[config.mk]
export PLATFORM = sky130hd
export DESIGN_NAME = bcd_seg_chain
export DESIGN_NICKNAME = d
export VERILOG_FILES = /design/src/rtl/bcd_seg_chain.sv
export SDC_FILE = /design/constraint.sdc
export NUM_CORES = 1
export LEC_CHECK = 0
export ABC_AREA = 1
export ABC_CLOCK_PERIOD_IN_PS = 1820
export BUFFER_PORTS_ARGS = -buffer_cell sky130_fd_sc_hd__buf_4
export CAP_MARGIN = 20
export CORE_ASPECT_RATIO = 1.4
export CORE_MARGIN = 3
export CORE_UTILIZATION = 35
export DETAILED_ROUTE_END_ITERATION = 6
export GPL_TIMING_DRIVEN = 0
export PLACE_DENSITY = 0.69
export SKIP_LAST_GASP = 1
export SLEW_MARGIN = 15
export SYNTH_ARGS = -nofsm -noshare
export SYNTH_HDL_FRONTEND = slang
export SYNTH_SLANG_ARGS = --single-unit
[constraint.sdc]
create_clock -name vclk -period 1.82
set_input_delay 0.091 -clock vclk [all_inputs]
set_output_delay 0.091 -clock vclk [all_outputs]
set_load 0.005 [all_outputs]
[src/rtl/bcd_seg_chain.sv]
module bcd_seg_chain #(
  parameter int INT_DIGITS  = 4,
  parameter int FRAC_DIGITS = 2,
  localparam int NUM = INT_DIGITS + FRAC_DIGITS
) (
  input  logic [NUM*4-1:0] digits_i,
  input  logic             lamp_test_n,
  input  logic [NUM-1:0]   blank_n_i,
  input  logic             lead_rbi_n,
  input  logic             trail_rbi_n,
  output logic [NUM*7-1:0] seg_n_o,
  output logic [NUM-1:0]   rbo_n_o
);

  function automatic logic [6:0] glyph(input logic [3:0] v);
    case (v)
      4'd0: glyph = 7'h3F;
      4'd1: glyph = 7'h06;
      4'd2: glyph = 7'h5B;
      4'd3: glyph = 7'h4F;
      4'd4: glyph = 7'h66;
      4'd5: glyph = 7'h6D;
      4'd6: glyph = 7'h7D;
      4'd7: glyph = 7'h07;
      4'd8: glyph = 7'h7F;
      4'd9: glyph = 7'h6F;
      default: glyph = 7'h00;
    endcase
  endfunction

  logic [NUM-1:0] rbi_act;
  logic [NUM-1:0] rbo_act;

  always_comb begin
    logic run;
    rbi_act = '0;
    rbo_act = '0;
    run = !lead_rbi_n;
    for (int i = NUM - 1; i >= FRAC_DIGITS; i--) begin
      rbi_act[i] = (i != FRAC_DIGITS) && run;
      rbo_act[i] = rbi_act[i] && (digits_i[i*4 +: 4] == 4'd0);
      run = rbo_act[i];
    end
    run = !trail_rbi_n;
    for (int i = 0; i < FRAC_DIGITS; i++) begin
      rbi_act[i] = (i != FRAC_DIGITS - 1) && run;
      rbo_act[i] = rbi_act[i] && (digits_i[i*4 +: 4] == 4'd0);
      run = rbo_act[i];
    end
  end

  for (genvar g = 0; g < NUM; g++) begin : gen_digit
    logic [3:0] code;
    logic [6:0] lit;
    assign code = digits_i[g*4 +: 4];
    assign lit  = !blank_n_i[g] ? 7'h00 :
                  !lamp_test_n  ? 7'h7F :
                  rbo_act[g]    ? 7'h00 : glyph(code);
    assign seg_n_o[g*7 +: 7] = ~lit;
    assign rbo_n_o[g]        = ~rbo_act[g];

    always_comb begin
      if (!blank_n_i[g]) begin
        AST_BLANK_DARK: assert (&seg_n_o[g*7 +: 7]);
      end
      if (blank_n_i[g] && !lamp_test_n) begin
        AST_LAMP_ALL_LIT: assert (seg_n_o[g*7 +: 7] == 7'h00);
      end
      if (!rbo_n_o[g]) begin
        AST_RBO_ZERO_ONLY: assert (digits_i[g*4 +: 4] == 4'd0);
      end
      if (digits_i[g*4 +: 4] > 4'd9) begin
        AST_BAD_CODE_NO_RBO: assert (rbo_n_o[g]);
      end
    end

    if (g == FRAC_DIGITS || g == FRAC_DIGITS - 1) begin : gen_point
      always_comb begin
        if (blank_n_i[g] && digits_i[g*4 +: 4] == 4'd0) begin
          AST_POINT_ZERO_SHOWN: assert (seg_n_o[g*7 +: 7] != 7'h7F);
        end
      end
    end
    if (g > FRAC_DIGITS && g < NUM - 1) begin : gen_lead_chk
      always_comb begin
        if (!rbo_n_o[g]) begin
          AST_LEAD_CHAIN: assert (!rbo_n_o[g+1]);
        end
      end
    end
    if (g > 0 && g < FRAC_DIGITS - 1) begin : gen_trail_chk
      always_comb begin
        if (!rbo_n_o[g]) begin
          AST_TRAIL_CHAIN: assert (!rbo_n_o[g-1]);
        end
      end
    end
  end

endmodule

[Word-level counts from Yosys, hierarchy flattened]
Memories as Yosys holds them, arrays and structs flattened.
Index checks and enable logic that the tools add are counted.
Cells by class
  reductions and logical operators: 10
  bitwise gates (word level): 10
  mux-type cells: 16
Operators with widths (count)
  2-to-1 mux 7 bit: 16
  NOT 7 bit: 6
  logical NOT 4 bit: 4
  logical AND 1 bit: 4
  NOT 1 bit: 4
  logical NOT 1 bit: 2
Storage, ports and cells
  output and inout bits: 48
  word-level logic and storage cells: 42
  bits in read-only memories: 672
  bits of input ports: 33
  memories kept: 6
  register bits after elaboration: 0
Memory list
  (name not given): words 16, width 7, read ports 1, clocked after memory_dff 0, wr ports 0, line 16  | case (v)
  (name not given): words 16, width 7, read ports 1, clocked after memory_dff 0, wr ports 0, line 16
  (name not given): words 16, width 7, read ports 1, clocked after memory_dff 0, wr ports 0, line 16
  (name not given): words 16, width 7, read ports 1, clocked after memory_dff 0, wr ports 0, line 16
  (name not given): words 16, width 7, read ports 1, clocked after memory_dff 0, wr ports 0, line 16
  (name not given): words 16, width 7, read ports 1, clocked after memory_dff 0, wr ports 0, line 16

[Logic depth before layout (Yosys ltp)]
Gate-level depths: netlist of run 1.
  depth in word-level cells: 8
  mapped depth: 10
  gate-level depth less buffers: 10

[Worst setup path before layout of run 1]
No wires, ideal clock.
  kind: input to output
  start point: in digits_i[21]
  end point: out seg_n_o[21]
  stages: 8
  path slack: 0.815 ns
  arrival: 0.914 ns
  path through: inv_1 ha_1 nand2_4 nor2_8 nand3_4 nand2_1 nand2_1 nand2_1
Between the ends
  longest elaborated chain between the ends: 8
RTL lines
  from (decl): line 6  | input logic [NUM*4-1:0] digits_i,
  logical NOT 4 bit: line 41  | rbo_act[i] = rbi_act[i] && (digits_i[i*4 +: 4] == 4'd0);
  logical AND 1 bit (3 in a row): line 41
  2-to-1 mux 7 bit: line 58  | rbo_act[g] ? 7'h00 : glyph(code);
  2-to-1 mux 7 bit: line 57  | !lamp_test_n ? 7'h7F :
  2-to-1 mux 7 bit: line 56  | assign lit = !blank_n_i[g] ? 7'h00 :
  NOT 7 bit: line 59  | assign seg_n_o[g*7 +: 7] = ~lit;
  to (decl): line 11  | output logic [NUM*7-1:0] seg_n_o,
No other way between the ends.

[Worst setup path in the final report of run 1]
  start point: in digits_i[21]
  end point: out seg_n_o[26]
The elaborated chain is that of the path after synthesis.

==> metrics.md, run 1 <==
| Metric | Value |
|---|---|
| Setup TNS Final | `0 ns` |
| Grt total ovfl | `0` |
| Final HPWL from detailed placement | `3.43 mm` |
| Initial antenna violation count | `0` |
| PwrDens | `about 210 mW/mm^2` |
| Synthesis-to-finish area growth | `41.8%` |
| Final core area utilization | `0.530` |
| Final-layout clock buffer total | `0` |
| Setup violators final | `0` |
| # nets final | `410` |
| Gpl congestion | `0.879` |
| Sequential cell area fraction in the yosys report | `0` |
| Unrepaired setup endpoints after global routing | `no` |
| MaxCap Viol Count | `0` |
| Post-CTS resize count | `0` |
| # hold bufs at CTS | `0` |
| Yosys cell types | `24` |
| Worst hold slack | `0.470 ns` |
| Seq. cell area | `0 sq um` |
| Row Count | `27` |
| Share of layout cells above drive strength 1 | `0.312` |
| Max FO, Critical Path | `8` |
| Cells after synthesis | `266` |
| Tmin final | `1.30 ns` |
| FFs & Latches | `0` |
| First-pass GRT wire length | `6.35 mm` |
| Setup ws final | `0.516 ns` |
| Chip height | `83.5 um` |
| I/O Pins | `81` |
| Wire length per cell | `roughly 10 um` |
| Die W | `61.4 um` |
| Detailed Routing Iterations Pass 1 | `4` |
| Nature of the critical path startpoint | `primary input` |
| Post-CTS Setup Bufs | `0` |
| Largest net degree at the start of global routing | `11` |
| Critical Path RT | `approximately 1.7 ns` |
| Vias in the first global route | `about 1.5k` |
| Setup WS pre-CTS | `approximately 0.49 ns` |
| Tcrit/Tclk final | `0.717` |
| Fmax achieved | `0.767 GHz` |
| Nature of the critical path endpoint | `primary output` |
| Worst VDD drop | `about 100 uV` |
| Core Footprint | `0.00402 sq mm` |
| Hold Path Class | `in2out` |
| Starting Density | `0.374` |
| Leakage | `around 1.3 nW` |
| Routed vias | `1,820` |
| Final Slew Violations | `0` |
| N_diodes | `0` |
| DIE AREA | `0.00513 sq mm` |
| Critical Path AT | `1.21 ns` |
| Routed Antenna Nets | `0` |
| Final Hold Fails | `0` |
| Status | `completed` |
| Total GRT Usage | `0.144` |
| Drt drc | `0` |
| Synth warn | `0` |
| Via density | `4.72` |
| Initial DRC Count | `80` |
| Crit Path Category | `in2out` |
| Area of the mapped netlist | `0.00150 sq mm` |
| Total routed wirelength | `3.89 mm` |
| Avg Cell Area, Syn | `about 5.6 sq um` |
| Port Buffers | `76` |
area by class of cell:
class | count | area [sq um]
Timing Repair Buffer | 76 | 571
Buffer | 8 | 56.3
Fill cell | 442 | 1890
Inverter | 39 | 149
Multi-Input combinational cell | 220 | 1300
Tap cell | 43 | 53.8
power by group:
group	switching (mW)	internal (mW)
Combinational	0.232	0.223
Sequential	0	0
Clock	0	0
Total	0.232	0.223
worst paths after layout:
path,cells after the start,startpoint,slack [ns],end
min,3,blank_n_i[3],0.47,seg_n_o[21]
max,10,digits_i[21],0.52,seg_n_o[26]
kinds of logic (layout without fill, tap and decap cells):
logic type / after synthesis / after routing / share of synthesized area
buffers and inverters: 47 / 123 / 0.137
and+or+nand+nor: 131 / 131 / 0.408
other: 1 / 2 / 0.00250
adders and majority gates: 32 / 32 / 0.266
AOI/OAI and AO/OA: 55 / 55 / 0.187
worst max-delay path: stages:
cell and delay (ns):
buf_4 0.12, inv_1 0.11, ha_1 0.23, nand2_4 0.08, nor2_8 0.16, nand3_4 0.12
nand2_1 0.09, nand2_1 0.05, nand2_1 0.05, buf_4 0.10
per-layer routing:
| layer | share of wire | GRT usage | up-vias |
|---|---|---|---|
| li1 | - | - | 992 |
| met1 | 0.39 | 0.161 | 766 |
| met2 | 0.52 | 0.286 | 62 |
| met3 | 0.084 | 0.0217 | 0 |
| met4 | 0 | 0 | 0 |
| met5 | 0 | 0 | - |
cell usage after synthesis (2+ instances only):
library cell  count  area share
nand2_1          80        0.20
ha_1             32        0.27
inv_1            31       0.077
o21ai_0          30        0.10
a21oi_1          16       0.053
nor2_1           16       0.040
nand3_1          14       0.047
inv_2             7       0.017
o21ai_1           7       0.023
or2_2             7       0.029
clkbuf_1          3      0.0075
nand2_2           3       0.012
nand2_4           3       0.022
nor2_4            3       0.022
nor3_1            3       0.010
buf_4             2       0.010
o211ai_1          2       0.010
cells in the final DEF (no fill, tap or decap):
cell type and count:
nand2_1 80, buf_4 78, ha_1 32, inv_1 31, o21ai_0 30, a21oi_1 16
nor2_1 16, nand3_1 14, or2_2 7, inv_2 7, o21ai_1 7, clkbuf_1 3
nand2_4 3, nor2_4 3, nand2_2 3, nor3_1 3, o211ai_1 2, conb_1 2
nor2_8 1, inv_4 1, clkbuf_8 1, buf_2 1, nand3_4 1, buf_6 1
metrics by stage:
stage / power (mW) / std cells / instance area, sq um
floorplan: 0.234 / 267 / 1510
global placement: 0.457 / 386 / 2130
detailed placement: 0.460 / 386 / 2130
CTS: 0.463 / 386 / 2130
global route: 0.519 / 386 / 2130
finish: 0.456 / 386 / 2130
Power figures use the tool's default switching activity.
==> run 2, diff against run 1 <==
- ABC_CLOCK_PERIOD_IN_PS: 1820 -> 1350
- clock period: 1.82 -> 1.35 ns (I/O delays scaled with it)
==> run 2 against run 1 <==
Compared with the run above:
- wire length about the same
- critical path type unchanged
- total power increased by 35%
- non-clock buffer count unchanged
- via count fell by 0.38%
- global-route usage is the same
- largest cell class unchanged
- design area up 0.12%
==> metrics.md, run 2 (synthesis results as in run 1) <==
| Metric | Value |
|---|---|
| Final Hold Fails | `0 (unchanged)` |
| DIE AREA | `0.00513 sq mm (unchanged)` |
| Fmax achieved | `between 0.8 and 0.9 GHz` |
| Final Slew Violations | `0 (unchanged)` |
| Critical Path AT | `1.18 ns (was 1.21 ns)` |
| Final HPWL from detailed placement | `3.43 mm (unchanged)` |
| Slowest stage cell, crit path | `ha_2 (was ha_1)` |
| Routed Antenna Nets | `0 (unchanged)` |
| Grt total ovfl | `0 (unchanged)` |
| Wire length per cell | `10.1 um (about the same)` |
| I/O Pins | `81 (unchanged)` |
| Vias in the first global route | `1,549 (unchanged)` |
| Nature of the critical path startpoint | `primary input (unchanged)` |
| Post-DP Area | `0.00213 sq mm (unchanged)` |
| MaxCap Viol Count | `0 (unchanged)` |
| Final core area utilization | `0.531 (was 0.530)` |
| Starting Density | `0.374 (unchanged)` |
| Routed vias | `1,813 (was 1,820)` |
| Total GRT Usage | `0.144 (unchanged)` |
| Gpl congestion | `0.879 (unchanged)` |
| Critical Path RT | `1.28 ns (was 1.73 ns)` |
| Worst VDD drop | `135 uV (was 100 uV)` |
| Synthesis-to-finish area growth | `42.0% (was 41.8%)` |
| Setup TNS Final | `0 ns (unchanged)` |
| Chip height | `83.5 um (unchanged)` |
| Total power | `0.615 mW (was 0.456 mW)` |
| Worst path max stage delay | `0.22 ns (was 0.23 ns)` |
| Port Buffers | `76 (unchanged)` |
| Max FO, Critical Path | `8 (unchanged)` |
| Setup WS pre-CTS | `0.0707 ns (was 0.494 ns)` |
| CP top delay family | `simple AND/OR/NAND/NOR gates (unchanged)` |
| Row Count | `27 (unchanged)` |
| # nets final | `410 (unchanged)` |
| Most frequent cells in the layout | `nand2_1 (80), buf_4 (78), inv_1 (31), ha_1 (31), o21ai_0 (30) (was nand2_1 (80), buf_4 (78), ha_1 (32))` |
| Largest net degree at the start of global routing | `11 (unchanged)` |
| Share of layout cells above drive strength 1 | `0.315 (was 0.312)` |
| Met3 routed WL | `322 um (was 325 um)` |
| Die W | `61.4 um (unchanged)` |
| Most used cell, CP | `nand2_1 (unchanged)` |
| N_diodes | `0 (unchanged)` |
| First-pass GRT wire length | `6.35 mm (unchanged)` |
| Setup ws final | `0.105 ns (was 0.516 ns)` |
| Leakage | `1.26 nW (about the same)` |
| Tmin final | `1.24 ns` |
| Final-layout clock buffer total | `0 (unchanged)` |
| Top sig layer | `met3 (unchanged)` |
| Nature of the critical path endpoint | `primary output (unchanged)` |
| Crit Path Category | `in2out (unchanged)` |
| Total routed wirelength | `3.89 mm (about the same)` |
| Core Footprint | `0.00402 sq mm (unchanged)` |
| PwrDens | `288 mW/mm^2 (was 214 mW/mm^2)` |
| Routed length on met1 | `1.53 mm (was 1.52 mm)` |
| CP cell instances | `buf_4 > inv_1 > ha_2 > nand2_4 > nor2_8 > nand3_4 > nand2_1 > nand2_1 > nand2_1 > buf_4 (was buf_4 > inv_1 > ha_1 > nand2_4 > nor2_8 > nand3_4 > nand2_1 > nand2_1 > nand2_1 > buf_4)` |
| Setup violators final | `0 (unchanged)` |
| Hold Path Class | `in2out (unchanged)` |
| Tcrit/Tclk final | `0.922` |
| Via density | `4.70 (was 4.72)` |
| Seq. cell area | `0 sq um (unchanged)` |
| WP buf/inv | `3 (unchanged)` |
| Detailed Routing Iterations Pass 1 | `5 (was 4)` |
| Worst hold slack | `0.423 ns (was 0.470 ns)` |
| Drt drc | `0 (unchanged)` |
| Metal2 WL | `2.04 mm (about the same)` |
| Final Non-Filler Cells | `386 (unchanged)` |
| Placed cell count | `386 (unchanged)` |
| Initial DRC Count | `80 (unchanged)` |
| Most common cell after layout, fill and taps aside | `nand2_1 (unchanged)` |
| Initial antenna violation count | `0 (unchanged)` |
| Status | `completed (unchanged)` |
| FFs & Latches | `0 (unchanged)` |
| Post-Layout Inst Area | `0.00213 sq mm (about the same)` |
## run 2: tightest hold or removal path, stage by stage
cell,delay (ns)
buf_4,0.13
nand2_1,0.06
buf_4,0.10
## run 2: layout make-up
| type | count | area (sq um) |
|---|---|---|
| tap | 43 | 53.8 |
| multi-input combinational | 220 | 1300 |
| buffer | 8 | 56.3 |
| inverter | 39 | 149 |
| fill | 440 | 1890 |
| timing repair buffer | 76 | 571 |
## run 2: final timing paths
| path | start | endpoint | cells past startpoint |
|---|---|---|---|
| setup / recovery | digits_i[21] | seg_n_o[26] | 10 |
| hold / removal | blank_n_i[3] | seg_n_o[21] | 3 |
## run 2: repair_timing
item	in CTS	in global routing
gates resized for setup	0	1
setup buffers	0	0
hold buffers	0	0
endpoints found under the setup margin	0	6
## run 2: report_power, final
part	leakage [nW]	switching, mW	internal, mW	total (mW)
logic	1.26	0.314	0.302	0.615
registers	0	0	0	0
clock network	0	0	0	0
total	1.26	0.314	0.302	0.615
## run 2: metal layers
| metal | up-vias | GRT usage |
|---|---|---|
| met5 | - | 0 |
| met4 | 0 | 0 |
| met3 | 0 | 0.0217 |
| met2 | 60 | 0.286 |
| met1 | 762 | 0.161 |
| li1 | 991 | - |
==> run 3, diff against run 2 <==
- CELL_PAD_IN_SITES_DETAIL_PLACEMENT: default -> 1
- CELL_PAD_IN_SITES_GLOBAL_PLACEMENT: default -> 2
- CORE_UTILIZATION: 35 -> 22
- GPL_ROUTABILITY_DRIVEN: default -> 1
- PLACE_DENSITY: 0.69 -> 0.88
==> run 3 against run 2 <==
Compared with the run above:
- die area grew 54%
- core utilization shrank 20 points
- combinational power grew 3.6%
- design area grew 3.3%
- worst setup slack gained 0.012 ns
- hold slack lost 0.0055 ns
==> metrics.md, run 3 (synthesis results as in run 1) <==
| Metric | Value |
|---|---|
| Grt met2 use | `0.238 (was 0.286)` |
| Via density | `4.27 (was 4.70)` |
| CP cell instances | `buf_4 > inv_2 > ha_2 > nand2_4 > nor2_8 > nand3_4 > nand2_1 > nand2_1 > nand2_1 > buf_4 (was buf_4 > inv_1 > ha_2 > nand2_4 > nor2_8 > nand3_4 > nand2_1 > nand2_1 > nand2_1 > buf_4)` |
| FFs & Latches | `0 (unchanged)` |
| Largest net degree at the start of global routing | `11 (unchanged)` |
| Nature of the critical path endpoint | `primary output (unchanged)` |
| Hold Path Class | `in2out (unchanged)` |
| Unrepaired setup endpoints after global routing | `no` |
| Chip height | `104 um (was 83.5 um)` |
| Fmax achieved | `0.811 GHz (was 0.803 GHz)` |
| Tmin final | `1.23 ns (was 1.24 ns)` |
| First-pass GRT wire length | `8.09 mm (was 6.35 mm)` |
| Detailed Routing Iterations Pass 1 | `4 (was 5)` |
| Grt peak-use layer | `met2 (unchanged)` |
| MaxCap Viol Count | `0 (unchanged)` |
| N_diodes | `0 (unchanged)` |
| Slowest stage cell, crit path | `ha_2 (unchanged)` |
| Routed Antenna Nets | `0 (unchanged)` |
| # nets final | `411 (was 410)` |
| Share of layout cells above drive strength 1 | `0.328 (was 0.315)` |
| Hold path depth | `3 (unchanged)` |
| Leakage | `1.26 nW (about the same)` |
| Post-DP Area | `0.00219 sq mm (was 0.00213 sq mm)` |
| Startpoint of the worst hold path | `blank_n_i[1] (was blank_n_i[3])` |
| Final Hold Fails | `0 (unchanged)` |
| Gpl congestion | `0.792 (was 0.879)` |
| Worst path max stage delay | `0.21 ns (was 0.22 ns)` |
| Critical Path RT | `1.28 ns (about the same)` |
| DIE AREA | `0.00787 sq mm (was 0.00513 sq mm)` |
| Setup violators final | `0 (unchanged)` |
| Core Footprint | `0.00661 sq mm (was 0.00402 sq mm)` |
| Nature of the critical path startpoint | `primary input (unchanged)` |
| Total power | `0.637 mW (was 0.615 mW)` |
| Synthesis-to-finish area growth | `46.7% (was 42.0%)` |
| Total GRT Usage | `0.121 (was 0.144)` |
| Grt total ovfl | `0 (unchanged)` |
| Status | `completed (unchanged)` |
| Worst VDD drop | `85.4 uV (was 135 uV)` |
| Port Buffers | `76 (unchanged)` |
| Starting Density | `0.227 (was 0.374)` |
| Seq. cell area | `0 sq um (unchanged)` |
| CP top delay family | `simple AND/OR/NAND/NOR gates (unchanged)` |
| Initial DRC Count | `31 (was 80)` |
| Tcrit/Tclk final | `0.913 (was 0.922)` |
| Final Slew Violations | `0 (unchanged)` |
| Post-Layout Inst Area | `0.00220 sq mm (was 0.00213 sq mm)` |
| Most used cell, CP | `nand2_1 (unchanged)` |
| Row Count | `35 (was 27)` |
| Critical Path AT | `1.17 ns (was 1.18 ns)` |
| Final-layout clock buffer total | `0 (unchanged)` |
| Max FO, Critical Path | `8 (unchanged)` |
| WP buf/inv | `3 (unchanged)` |
| Die W | `75.9 um (was 61.4 um)` |
| PwrDens | `289 mW/mm^2 (was 288 mW/mm^2)` |
| Initial antenna violation count | `0 (unchanged)` |
| Grt met3 use | `0.00485 (was 0.0217)` |
| Total routed wirelength | `4.85 mm (was 3.89 mm)` |
| Drt drc | `0 (unchanged)` |
| GRT met1 Usage | `0.144 (was 0.161)` |
| Wire length per cell | `11.1 um (was 10.1 um)` |
| Most frequent cells in the layout | `nand2_1 (79), buf_4 (79), ha_1 (31) (was nand2_1 (80), buf_4 (78), inv_1 (31), ha_1 (31), o21ai_0 (30))` |
| Hold EP | `seg_n_o[11] (was seg_n_o[21])` |
| I/O Pins | `81 (unchanged)` |
| Crit Path Category | `in2out (unchanged)` |
| Vias in the first global route | `1,864 (was 1,549)` |
| Routed vias | `1,862 (was 1,813)` |
| Final HPWL from detailed placement | `4.31 mm (was 3.43 mm)` |
-- run 3: cell types whose count changed in the layout (fill, tap and decap cells not counted), sizes merged --
cell	change
buf	+1
-- run 3: stage by stage --
step	hold slack, ns	setup slack [ns]	std cells	TNS [ns]	util
after floorplan	0.180	0.392	267	0	-
after global placement	0.421	0.0294	435	0	0.332
after detailed placement	0.419	-0.00134	435	-0.00134	0.332
after CTS	0.423	0.000943	435	0	0.332
after global routing	0.438	0.00743	436	0	0.333
final	0.418	0.117	436	0	0.333
-- run 3: power breakdown --
group	total (mW)	internal [mW]	switching, mW
registers	0	0	0
logic	0.637	0.304	0.332
clock network	0	0	0
-- run 3: cell type report --
cell class | count | area (sq um)
timing repair buffer | 77 | 578
fill | 905 | 4410
multi-input combinational | 220 | 1310
buffer | 8 | 56.3
inverter | 39 | 149
tap | 92 | 115
-- run 3: timing repair --
| action | 4_1_cts | 5_1_grt |
|---|---|---|
| hold buffers | 0 | 0 |
| resized for setup | 0 | 6 |
| setup buffers | 0 | 1 |
| setup endpoints to repair | 0 | 20 |
-- run 3: per-layer routing --
metal	wire (um)	up-vias	share of wire
met3	302	0	0.062
met5	0	-	0
met4	0	0	0
li1	-	990	-
met1	2010	813	0.41
met2	2540	59	0.52
-- run 3: tightest hold or removal path, delay by kind of cell --
family | cells | cell delay [ns]
simple gates | 1 | 0.05
buf+inv | 2 | 0.23
-- run 3: worst max path at each step --
stage | startpoint | endpoint | slack, ns | cells past startpoint
CTS | digits_i[21] | seg_n_o[21] | 0.0009 | 10
finish | digits_i[21] | seg_n_o[21] | 0.12 | 10
floorplan | digits_i[21] | seg_n_o[21] | 0.39 | 8
global placement | digits_i[21] | seg_n_o[21] | 0.03 | 10
global route | digits_i[21] | seg_n_o[22] | 0.007 | 10
detailed placement | digits_i[21] | seg_n_o[21] | -0.001 | 10
